[config.mk]
export PLATFORM = sky130hd
export DESIGN_NAME = tw_ctrl_port
export DESIGN_NICKNAME = d
export VERILOG_FILES = /design/src/rtl/tw_ctrl_pkg.sv /design/src/rtl/tw_sync_edge.sv /design/src/rtl/tw_frame_cap.sv /design/src/rtl/tw_reg_bank.sv /design/src/rtl/tw_atten.sv /design/src/rtl/tw_ctrl_port.sv
export SDC_FILE = /design/constraint.sdc
export NUM_CORES = 1
export LEC_CHECK = 0
export BUFFER_PORTS_ARGS = -buffer_cell sky130_fd_sc_hd__buf_2
export CAP_MARGIN = 20
export CELL_PAD_IN_SITES_DETAIL_PLACEMENT = 0
export CELL_PAD_IN_SITES_GLOBAL_PLACEMENT = 1
export CORE_MARGIN = 2
export CORE_UTILIZATION = 30
export DETAILED_ROUTE_END_ITERATION = 10
export PLACE_DENSITY_LB_ADDON = 0.15
export SLEW_MARGIN = 25
export SYNTH_ARGS = -nofsm -noshare
export SYNTH_HDL_FRONTEND = slang
export SYNTH_SLANG_ARGS = --single-unit
[constraint.sdc]
create_clock -name clk -period 10.72 [get_ports clk]
set_input_delay 1.072 -clock clk [delete_from_list [all_inputs] [get_ports clk]]
set_output_delay 1.072 -clock clk [all_outputs]
set_load 0.03 [all_outputs]
[src/rtl/tw_ctrl_pkg.sv]
package tw_ctrl_pkg;
  localparam int FRAME_W  = 16;
  localparam int NCH      = 4;
  localparam int CODE_W   = 5;
  localparam int FINE_W   = 2;
  localparam int TRIM_W   = 5;
  localparam int ATT_W    = 7;
  localparam int SUM_W    = 8;
  localparam int VOL3_W   = 3;
  localparam int OPT_W    = 6;
  localparam int LIN_LAST = 22;   // last coarse code on the 2 dB slope
  localparam logic [CODE_W-1:0] MUTE_CODE = {CODE_W{1'b1}};

  typedef enum logic [2:0] {
    MD_MULTI  = 3'd0,
    MD_BYPASS = 3'd1,
    MD_MATRIX = 3'd2,
    MD_SPACE  = 3'd3,
    MD_ECHO   = 3'd4,
    MD_MUTE   = 3'd5
  } op_mode_t;

  typedef enum logic [1:0] {
    GRP_GEN  = 2'b00,
    GRP_VOL  = 2'b01,
    GRP_TRIM = 2'b10,
    GRP_TEST = 2'b11
  } grp_t;

  // coarse volume code to dB of attenuation (mute code handled by caller)
  function automatic logic [SUM_W-1:0] coarse_db(input logic [CODE_W-1:0] c);
    logic [CODE_W-1:0] over;
    if (c <= CODE_W'(LIN_LAST)) begin
      return {2'b00, c, 1'b0};
    end
    over = c - CODE_W'(LIN_LAST);
    return SUM_W'(2 * LIN_LAST) + {1'b0, over, 2'b00};
  endfunction
endpackage

[src/rtl/tw_sync_edge.sv]
module tw_sync_edge #(
  parameter int STAGES = 2
) (
  input  logic clk,
  input  logic rst,
  input  logic async_i,
  output logic level_o,
  output logic rise_o
);
  logic [STAGES-1:0] chain_q;
  logic              prev_q;

  always_ff @(posedge clk) begin
    if (rst) begin
      chain_q <= '0;
      prev_q  <= 1'b0;
    end else begin
      chain_q <= {chain_q[STAGES-2:0], async_i};
      prev_q  <= chain_q[STAGES-1];
    end
  end

  assign level_o = chain_q[STAGES-1];
  assign rise_o  = chain_q[STAGES-1] & ~prev_q;
endmodule

[src/rtl/tw_frame_cap.sv]
module tw_frame_cap
  import tw_ctrl_pkg::*;
(
  input  logic               clk,
  input  logic               rst,
  input  logic               bit_i,
  input  logic               shift_i,
  input  logic               load_i,
  output logic [FRAME_W-1:0] frame_o,
  output logic               vld_o
);
  logic [FRAME_W-1:0] sh_q;

  // newest bit enters at the top; after 16 shifts the first one sits at bit 0
  always_ff @(posedge clk) begin
    if (rst) begin
      sh_q    <= '0;
      frame_o <= '0;
      vld_o   <= 1'b0;
    end else begin
      if (shift_i) sh_q <= {bit_i, sh_q[FRAME_W-1:1]};
      vld_o <= load_i;
      if (load_i) frame_o <= sh_q;
    end
  end
endmodule

[src/rtl/tw_reg_bank.sv]
module tw_reg_bank
  import tw_ctrl_pkg::*;
#(
  parameter logic [1:0] DEV_ADDR = 2'b10
) (
  input  logic                     clk,
  input  logic                     rst,
  input  logic [FRAME_W-1:0]       f,
  input  logic                     vld,
  output logic [2:0]               mode_o,
  output logic                     matrix3_o,
  output logic [1:0]               center_o,
  output logic                     autobal_o,
  output logic                     noise_en_o,
  output logic [1:0]               noise_ch_o,
  output logic [2:0]               delay_sel_o,
  output logic [OPT_W-1:0]         space_opt_o,
  output logic [VOL3_W-1:0]        dly_vol_o,
  output logic [VOL3_W-1:0]        fb_vol_o,
  output logic                     sub_ctl_o,
  output logic [NCH*CODE_W-1:0]    coarse_o,
  output logic [NCH*FINE_W-1:0]    fine_o,
  output logic [NCH*TRIM_W-1:0]    trim_o
);
  logic [CODE_W-1:0] coarse_q [NCH];
  logic [FINE_W-1:0] fine_q   [NCH];
  logic [TRIM_W-1:0] trim_q   [NCH];

  logic       hit;
  grp_t       grp;
  logic [1:0] vch;
  logic [2:0] mode_code, dsel_code;

  assign hit       = vld && (f[FRAME_W-1 -: 2] == DEV_ADDR);
  assign grp       = grp_t'({f[0], f[1]});
  assign vch       = {f[2], f[3]};
  assign mode_code = {f[4], f[5], f[6]};
  assign dsel_code = {f[5], f[6], f[7]};

  always_ff @(posedge clk) begin
    if (rst) begin
      mode_o      <= MD_MUTE;
      matrix3_o   <= 1'b0;
      center_o    <= '0;
      autobal_o   <= 1'b0;
      noise_en_o  <= 1'b0;
      noise_ch_o  <= '0;
      delay_sel_o <= '0;
      space_opt_o <= '0;
      dly_vol_o   <= '1;
      fb_vol_o    <= '1;
      sub_ctl_o   <= 1'b0;
      for (int k = 0; k < NCH; k++) begin
        coarse_q[k] <= MUTE_CODE;
        fine_q[k]   <= '0;
        trim_q[k]   <= '0;
      end
    end else if (hit) begin
      case (grp)
        GRP_GEN: begin
          if (!f[2]) begin
            if (mode_code <= MD_MUTE) mode_o <= mode_code;
            matrix3_o  <= f[7];
            center_o   <= {f[8], f[9]};
            autobal_o  <= f[10];
            noise_en_o <= f[11];
            noise_ch_o <= {f[12], f[13]};
          end else begin
            if (dsel_code != 3'd7) delay_sel_o <= dsel_code;
            space_opt_o <= f[13:8];
          end
        end
        GRP_VOL: begin
          coarse_q[vch] <= f[11:7];
          fine_q[vch]   <= f[13:12];
          case (vch)
            2'd0:    dly_vol_o <= {f[4], f[5], f[6]};
            2'd1:    fb_vol_o  <= {f[4], f[5], f[6]};
            2'd3:    sub_ctl_o <= f[6];
            default: ;
          endcase
        end
        GRP_TRIM: begin
          if (!f[2]) begin
            trim_q[0] <= f[8:4];
            trim_q[3] <= f[13:9];
          end else begin
            trim_q[1] <= f[8:4];
            trim_q[2] <= f[13:9];
          end
        end
        default: ;  // test group is inhibited
      endcase
    end
  end

  for (genvar k = 0; k < NCH; k++) begin : g_flat
    assign coarse_o[k*CODE_W +: CODE_W] = coarse_q[k];
    assign fine_o[k*FINE_W +: FINE_W]   = fine_q[k];
    assign trim_o[k*TRIM_W +: TRIM_W]   = trim_q[k];
  end
endmodule

[src/rtl/tw_atten.sv]
module tw_atten
  import tw_ctrl_pkg::*;
#(
  parameter int ATT_FLOOR = 87
) (
  input  logic                  clk,
  input  logic                  rst,
  input  logic [NCH*CODE_W-1:0] coarse_i,
  input  logic [NCH*FINE_W-1:0] fine_i,
  input  logic [NCH*TRIM_W-1:0] trim_i,
  output logic [NCH*ATT_W-1:0]  att_db_o,
  output logic [NCH-1:0]        att_mute_o
);
  localparam logic [SUM_W-1:0] FLOOR_S = SUM_W'(ATT_FLOOR);

  for (genvar k = 0; k < NCH; k++) begin : g_ch
    logic [CODE_W-1:0] c;
    logic [SUM_W-1:0]  sum;
    assign c   = coarse_i[k*CODE_W +: CODE_W];
    assign sum = coarse_db(c)
               + SUM_W'(fine_i[k*FINE_W +: FINE_W])
               + SUM_W'(trim_i[k*TRIM_W +: TRIM_W]);

    always_ff @(posedge clk) begin
      if (rst) begin
        att_db_o[k*ATT_W +: ATT_W] <= ATT_W'(ATT_FLOOR);
        att_mute_o[k]              <= 1'b1;
      end else begin
        att_mute_o[k] <= (c == MUTE_CODE);
        if (c == MUTE_CODE || sum > FLOOR_S)
          att_db_o[k*ATT_W +: ATT_W] <= ATT_W'(ATT_FLOOR);
        else
          att_db_o[k*ATT_W +: ATT_W] <= sum[ATT_W-1:0];
      end
    end
  end
endmodule

[src/rtl/tw_ctrl_port.sv]
module tw_ctrl_port
  import tw_ctrl_pkg::*;
#(
  parameter int         SYNC_STAGES = 2,
  parameter logic [1:0] DEV_ADDR    = 2'b10,
  parameter int         ATT_FLOOR   = 87
) (
  input  logic                  clk,
  input  logic                  rst,
  input  logic                  sck_i,
  input  logic                  data_i,
  input  logic                  req_i,
  output logic [2:0]            mode_o,
  output logic                  matrix3_o,
  output logic [1:0]            center_o,
  output logic                  autobal_o,
  output logic                  noise_en_o,
  output logic [1:0]            noise_ch_o,
  output logic [2:0]            delay_sel_o,
  output logic [OPT_W-1:0]      space_opt_o,
  output logic [VOL3_W-1:0]     dly_vol_o,
  output logic [VOL3_W-1:0]     fb_vol_o,
  output logic                  sub_ctl_o,
  output logic [NCH*CODE_W-1:0] coarse_o,
  output logic [NCH*FINE_W-1:0] fine_o,
  output logic [NCH*TRIM_W-1:0] trim_o,
  output logic [NCH*ATT_W-1:0]  att_db_o,
  output logic [NCH-1:0]        att_mute_o
);
  logic sck_lvl, sck_rise, dat_lvl, dat_rise, req_lvl, req_rise;
  logic [FRAME_W-1:0] frame_q;
  logic               frame_vld;

  tw_sync_edge #(.STAGES(SYNC_STAGES)) u_sck (
    .clk(clk), .rst(rst), .async_i(sck_i), .level_o(sck_lvl), .rise_o(sck_rise));
  tw_sync_edge #(.STAGES(SYNC_STAGES)) u_dat (
    .clk(clk), .rst(rst), .async_i(data_i), .level_o(dat_lvl), .rise_o(dat_rise));
  tw_sync_edge #(.STAGES(SYNC_STAGES)) u_req (
    .clk(clk), .rst(rst), .async_i(req_i), .level_o(req_lvl), .rise_o(req_rise));

  tw_frame_cap u_cap (
    .clk(clk), .rst(rst), .bit_i(dat_lvl), .shift_i(sck_rise), .load_i(req_rise),
    .frame_o(frame_q), .vld_o(frame_vld));

  tw_reg_bank #(.DEV_ADDR(DEV_ADDR)) u_bank (
    .clk(clk), .rst(rst), .f(frame_q), .vld(frame_vld),
    .mode_o(mode_o), .matrix3_o(matrix3_o), .center_o(center_o),
    .autobal_o(autobal_o), .noise_en_o(noise_en_o), .noise_ch_o(noise_ch_o),
    .delay_sel_o(delay_sel_o), .space_opt_o(space_opt_o),
    .dly_vol_o(dly_vol_o), .fb_vol_o(fb_vol_o), .sub_ctl_o(sub_ctl_o),
    .coarse_o(coarse_o), .fine_o(fine_o), .trim_o(trim_o));

  tw_atten #(.ATT_FLOOR(ATT_FLOOR)) u_att (
    .clk(clk), .rst(rst), .coarse_i(coarse_o), .fine_i(fine_o), .trim_i(trim_o),
    .att_db_o(att_db_o), .att_mute_o(att_mute_o));

  // level outputs of the strobe/clock paths and the data edge are not needed
  logic unused_ok;
  assign unused_ok = ^{sck_lvl, dat_rise, req_lvl};
endmodule

# Word level (Yosys, flattened, before mapping)
# Memories as Yosys holds them, arrays and structs flattened.
# Cells that the tools add are included.
dict set report totals {
  word_cells 132
  n_memories 3
  regBits 99
  out_inout_bits 106
  mem_bits_rw 48
}
dict set report classes {
  n_eq_ne 10
  magnitude_cmp 9
  n_bitwise 9
  add_sub_neg 16
  mux 38
  reduce_logical 20
}
# name depth width rd rd_ports_with_merged_regs write_ports line
set mem_list {}
lappend mem_list {u_bank.coarse_q 4 5 4 0 4 tw_reg_bank.sv:25} ;# logic [CODE_W-1:0] coarse_q [NCH];
lappend mem_list {u_bank.trim_q 4 5 4 0 4 tw_reg_bank.sv:27} ;# logic [TRIM_W-1:0] trim_q [NCH];
lappend mem_list {u_bank.fine_q 4 2 4 0 4 tw_reg_bank.sv:26} ;# logic [FINE_W-1:0] fine_q [NCH];
# cell n
set op_table {}
lappend op_table {{$mux W8} 8}
lappend op_table {{$add A6 B7 Y8 const A} 4}
lappend op_table {{$add A8 B2 Y8} 4}
lappend op_table {{$add A8 B5 Y8} 4}
lappend op_table {{$gt A8 B7 Y1 const B} 4}
lappend op_table {{$mux W5} 5}
lappend op_table {{$mux W1} 22}
lappend op_table {{$eq A5 B5 Y1 const B} 4}
lappend op_table {{$le A5 B5 Y1 const B} 4}
lappend op_table {{$sub A5 B5 Y5 const B} 4}
lappend op_table {{$reduce_and A3 Y1} 5}
lappend op_table {{$reduce_or A2 Y1} 5}
lappend op_table {{$reduce_and A4 Y1} 2}
lappend op_table {{$eq A2 B2 Y1 const B} 3}
lappend op_table {{$mux W2} 3}
lappend op_table {{$reduce_or A5 Y1} 1}
lappend op_table {{$eq A2 B1 Y1 const B} 2}
lappend op_table {{$logic_not A2 Y1} 2}
lappend op_table {{$logic_or A1 B1 Y1} 4}
lappend op_table {{$or A1 B1 Y1} 4}
lappend op_table {{$le A3 B3 Y1 const B} 1}
lappend op_table {{$ne A3 B3 Y1 const B} 1}
lappend op_table {{$not A1 Y1} 3}
lappend op_table {{$and A1 B1 Y1} 2}
lappend op_table {{$logic_and A1 B1 Y1} 1}

# Longest topological paths before layout
dict set report depth {
  ltp_word 8
  depth_mapped 16
  ltp_nobuf 15
}

# Modules after synthesis
# From an unflattened synthesis, not the netlist that was laid out.
dict set report hier_totals {
  cells_unflattened 769
  area_unflattened_um2 7905.1
}
# mod instances area_per_inst_um2 cells_per_inst seq_area_each_um2
set by_module_without_submodules {}
lappend by_module_without_submodules {tw_atten 1 3449.6 403 640.6}
lappend by_module_without_submodules {tw_reg_bank 1 3004.1 239 1961.9}
lappend by_module_without_submodules {tw_frame_cap 1 1188.6 106 660.6}
lappend by_module_without_submodules {tw_sync_edge 3 87.6 7 60.1}

# Least setup slack after synthesis
# Ideal clock, no wire load.
dict set report synth_timing {
  path_type {register to register}
  from {memory u_bank.coarse_q[3][1]}
  to {register u_att.att_db_o[24]}
  synth_period_minus_slack_ns 4.165
  arrival_time_ns 4.049
  stages_incl_launch_ff 15
  slack_ns 6.555
  required_time_ns 10.604
  path_cell_list {edfxtp_1 ha_1 a21boi_1 o21ai_0 nand2_1 fa_1 inv_1 ha_1 fa_1 a211oi_1 nor2_1 or2_2 o21a_1 o211ai_1 and3b_1}
}
# element line
set synth_lines {}
lappend synth_lines {{start, declared} tw_reg_bank.sv:25}
lappend synth_lines {{end signal, assigned by index} tw_atten.sv:26} ;# att_db_o[k*ATT_W +: ATT_W] <= ATT_W'(ATT_FLOOR);
lappend synth_lines {{end signal, assigned by index} tw_atten.sv:31} ;# att_db_o[k*ATT_W +: ATT_W] <= ATT_W'(ATT_FLOOR);
lappend synth_lines {{end signal, assigned by index} tw_atten.sv:33} ;# att_db_o[k*ATT_W +: ATT_W] <= sum[ATT_W-1:0];
lappend synth_lines {{end, declared} tw_atten.sv:11} ;# output logic [NCH*ATT_W-1:0] att_db_o,

==> metrics.yaml <==
status: "complete, no violations"
slew_headroom_pct: 38.0
die_area_um2: 25400
cts_tree: "done"
path_clk_slew_ns: 0.07
syn_to_final_growth_pct: 20.3
vdd_drop_max_mv: 0.0712
place_hpwl_mm: 13.2
io_buffers: 110
synth_seq_cells: 147
place_congestion: 0.778
crit_arrival_ns: 4.87
htree_levels: 4
antenna_found_initial: 0
insertion_delay_ns: 0.42
num_antenna_cells: 0
layout_setup_ws_ns: 6.17
drive_above_1_share_pct: 19.6
final_max_slew_viol_count: 0
cts_buffer_depth: 2
die_x_um: 159
synth_edf_count: 48
synth.most_common_cell: "nand2_1"
switching_power_mw: 0.275
rsz0062_at_grt: "no"
fin_setup_tns_ns: 0
fin_nets: 917
syn-cell-area_um2: 7250
period_share_pct: 42.5
fmax_ghz: 0.220
reg2reg_slack_ns: 6.17
cpLargestDelayFamily: "compound AO/OA/AOI/OAI gates"
num_rows: 56
wl_per_cell_um: 15.4
synthArstFlopShare_pct: 0
skew_ns: 0.0110
crit_buf_inv: 1
overflow: 0
synthCells: 736
postRouteAntennaNets: 0
power.internal_mw: 0.939
path_max_fanout: 9
slowest_delay_ns: 0.54
grt_max_degree: 64
drc: 0
combinationalPowerShare_pct: 3.6
avgSynthCellArea_um2: 9.85
cellLeakagePower_nw: 3.66
viasPerCell: 4.67
first_pass_iters: 4
synthTopCellsByArea: "dfxtp_1, edfxtp_1, ha_1"
synth_ff_type: "dfxtp_1"
swShare_pct: 22.7
first_iter_violations: 195
end_kind: "flip-flop"
yosysTopAreaCellShare_pct: 27.3
start_util_pct: 30.7
synth_common_cells: "nand2_1, dfxtp_1, a21oi_1, ha_1, edfxtp_1"
crit_required_ns: 11.04
hold_ws_ns: 0.437
cts_root_buf: "clkbuf_16"
fin_util_pct: 36.9
cp_slowest_cell: "edfxtp_1"
p_seq_share_pct: 48.0
synth_cell_types: 64
crit_path_cell_trace: "ha_1 -> a21boi_1 -> o21ai_0 -> nand2_1 -> fa_1 -> inv_1 -> ha_1 -> fa_1 -> a211oi_1 -> nor2_1 -> or2_2 -> o21a_1 -> o211ai_1 -> and3b_1"
core_um2: 23600
syn_nets: 809
ios: 111
vias: 5496
fin_crit_ns: 4.55
critical_path_class: "reg -> reg"
place_area_um2: 8140
powerDensity_nw_per_um2: 139
die_height_um: 159
hold_violations: 0
setup_viol: 0
postCtsResizedCells: 0
clockPowerShare_pct: 48.4
synth_warnings: 0
seq_area_frac_synth_pct: 47.2
wirelength_mm: 18.2
tightest_slew_ns: 0.920
grt_pass1_wl_mm: 29.5
grt_usage_pct: 14.6
cts_sinks: 147
drv_cap: 0
postCtsHoldBufs: 0
cts_made_buffers: 17
place_worst_setup_slack_ns: 6.26
grt_pass1_vias: 5480
yosys.area.top_type: "dfxtp_1"
hp-class: "reg -> reg"
final_area_um2: 8720
post_cts_buffers: 0
startpoint_type: "flip-flop"
## layer usage
layer  track usage [%]  vias to the layer above  wire length (um)
met2              24.2                      119              8440
met3              3.02                       24               653
met4              4.30                        0               244
met1              19.2                     2595              8820
li1                  -                     2758                 -
met5                 0                        -                 0
## final timing paths
kind,from,end,depth (start not counted)
max reg2reg,u_bank.coarse_q[3][1]$_DFFE_PP_,u_att.att_db_o[24]$_SDFF_PP0_,14
max,u_bank.coarse_q[3][1]$_DFFE_PP_,u_att.att_db_o[24]$_SDFF_PP0_,14
min reg2reg,u_dat.chain_q[0]$_SDFF_PP0_,u_dat.chain_q[1]$_SDFF_PP0_,1
min,u_dat.chain_q[0]$_SDFF_PP0_,u_dat.chain_q[1]$_SDFF_PP0_,1
## worst reg2reg max path: cells and delay by family, from the launching register on
family / cells / cell delay, ns
fa+ha+maj: 4 / 1.46
flops: 1 / 0.54
buf+inv: 1 / 0.04
simple gates: 4 / 0.78
compound gates: 5 / 1.64
## metrics by stage
stage / total power, mW / cells
CTS: 1.23 / 1176
finish: 1.21 / 1176
global placement: 0.639 / 1144
floorplan: 0.625 / 736
global route: 1.26 / 1176
detailed placement: 0.639 / 1144
## power groups by stage
stage	Combinational, mW	Clock, mW	Sequential [mW]
6_report	0.0435	0.588	0.583
5_1_grt	0.0486	0.624	0.583
4_1_cts	0.0442	0.603	0.583
3_5_place_dp	0.0438	0	0.595
3_3_place_gp	0.0437	0	0.595
2_1_floorplan	0.0239	0	0.601
## final cells by class
| class | count | area [um2] |
|---|---|---|
| fill | 2386 | 14900 |
| multi-input combinational | 526 | 3600 |
| sequential | 147 | 3420 |
| timing repair buffer | 114 | 581 |
| clock buffer | 21 | 483 |
| tap | 319 | 399 |
| inverter | 38 | 143 |
| clock inverter | 11 | 95.1 |
## sequential cells by signal, summed over array words and instances, names as in the netlist, 3 cells and up
signal,flops
u_bank.space_opt_o,6
u_bank.coarse_q,20
u_cap.sh_q,16
u_cap.frame_o,16
u_bank.mode_o,3
u_bank.dly_vol_o,3
u_bank.delay_sel_o,3
u_att.att_db_o,28
u_bank.trim_q,20
u_att.att_mute_o,4
u_bank.fine_q,8
u_bank.fb_vol_o,3
## cells by family (layout without fill, tap and decap cells)
group                      Yosys count  after routing  synth area share (%)
adders and majority gates           68             68                  12.6
buffers and inverters               63            184                  3.31
and+or+nand+nor                    263            263                  17.2
AOI/OAI and AO/OA                  153            153                  14.2
DFF                                147            147                  47.2
muxes                               12             12                  1.67
xor gates and xnor gates            30             30                  3.83
## cells in the final DEF, fill, tap and decap left out, types with 5 or more instances in the layout
cell type / count
nand2_1: 126
buf_2: 110
dfxtp_1: 99
a21oi_1: 62
ha_1: 60
edfxtp_1: 48
nor2_1: 44
inv_1: 38
and2_1: 23
xnor2_1: 19
clkbuf_16: 19
o21ai_0: 18
a21o_1: 11
nor2b_1: 11
mux2i_1: 11
nand3b_1: 10
and3_1: 10
xor2_1: 9
fa_1: 8
o22a_1: 7
nand2b_1: 6
a211oi_1: 6
o211ai_1: 6
a211o_1: 6
nor3_1: 6
nor3b_1: 5
(Power assumes the default switching activity.)
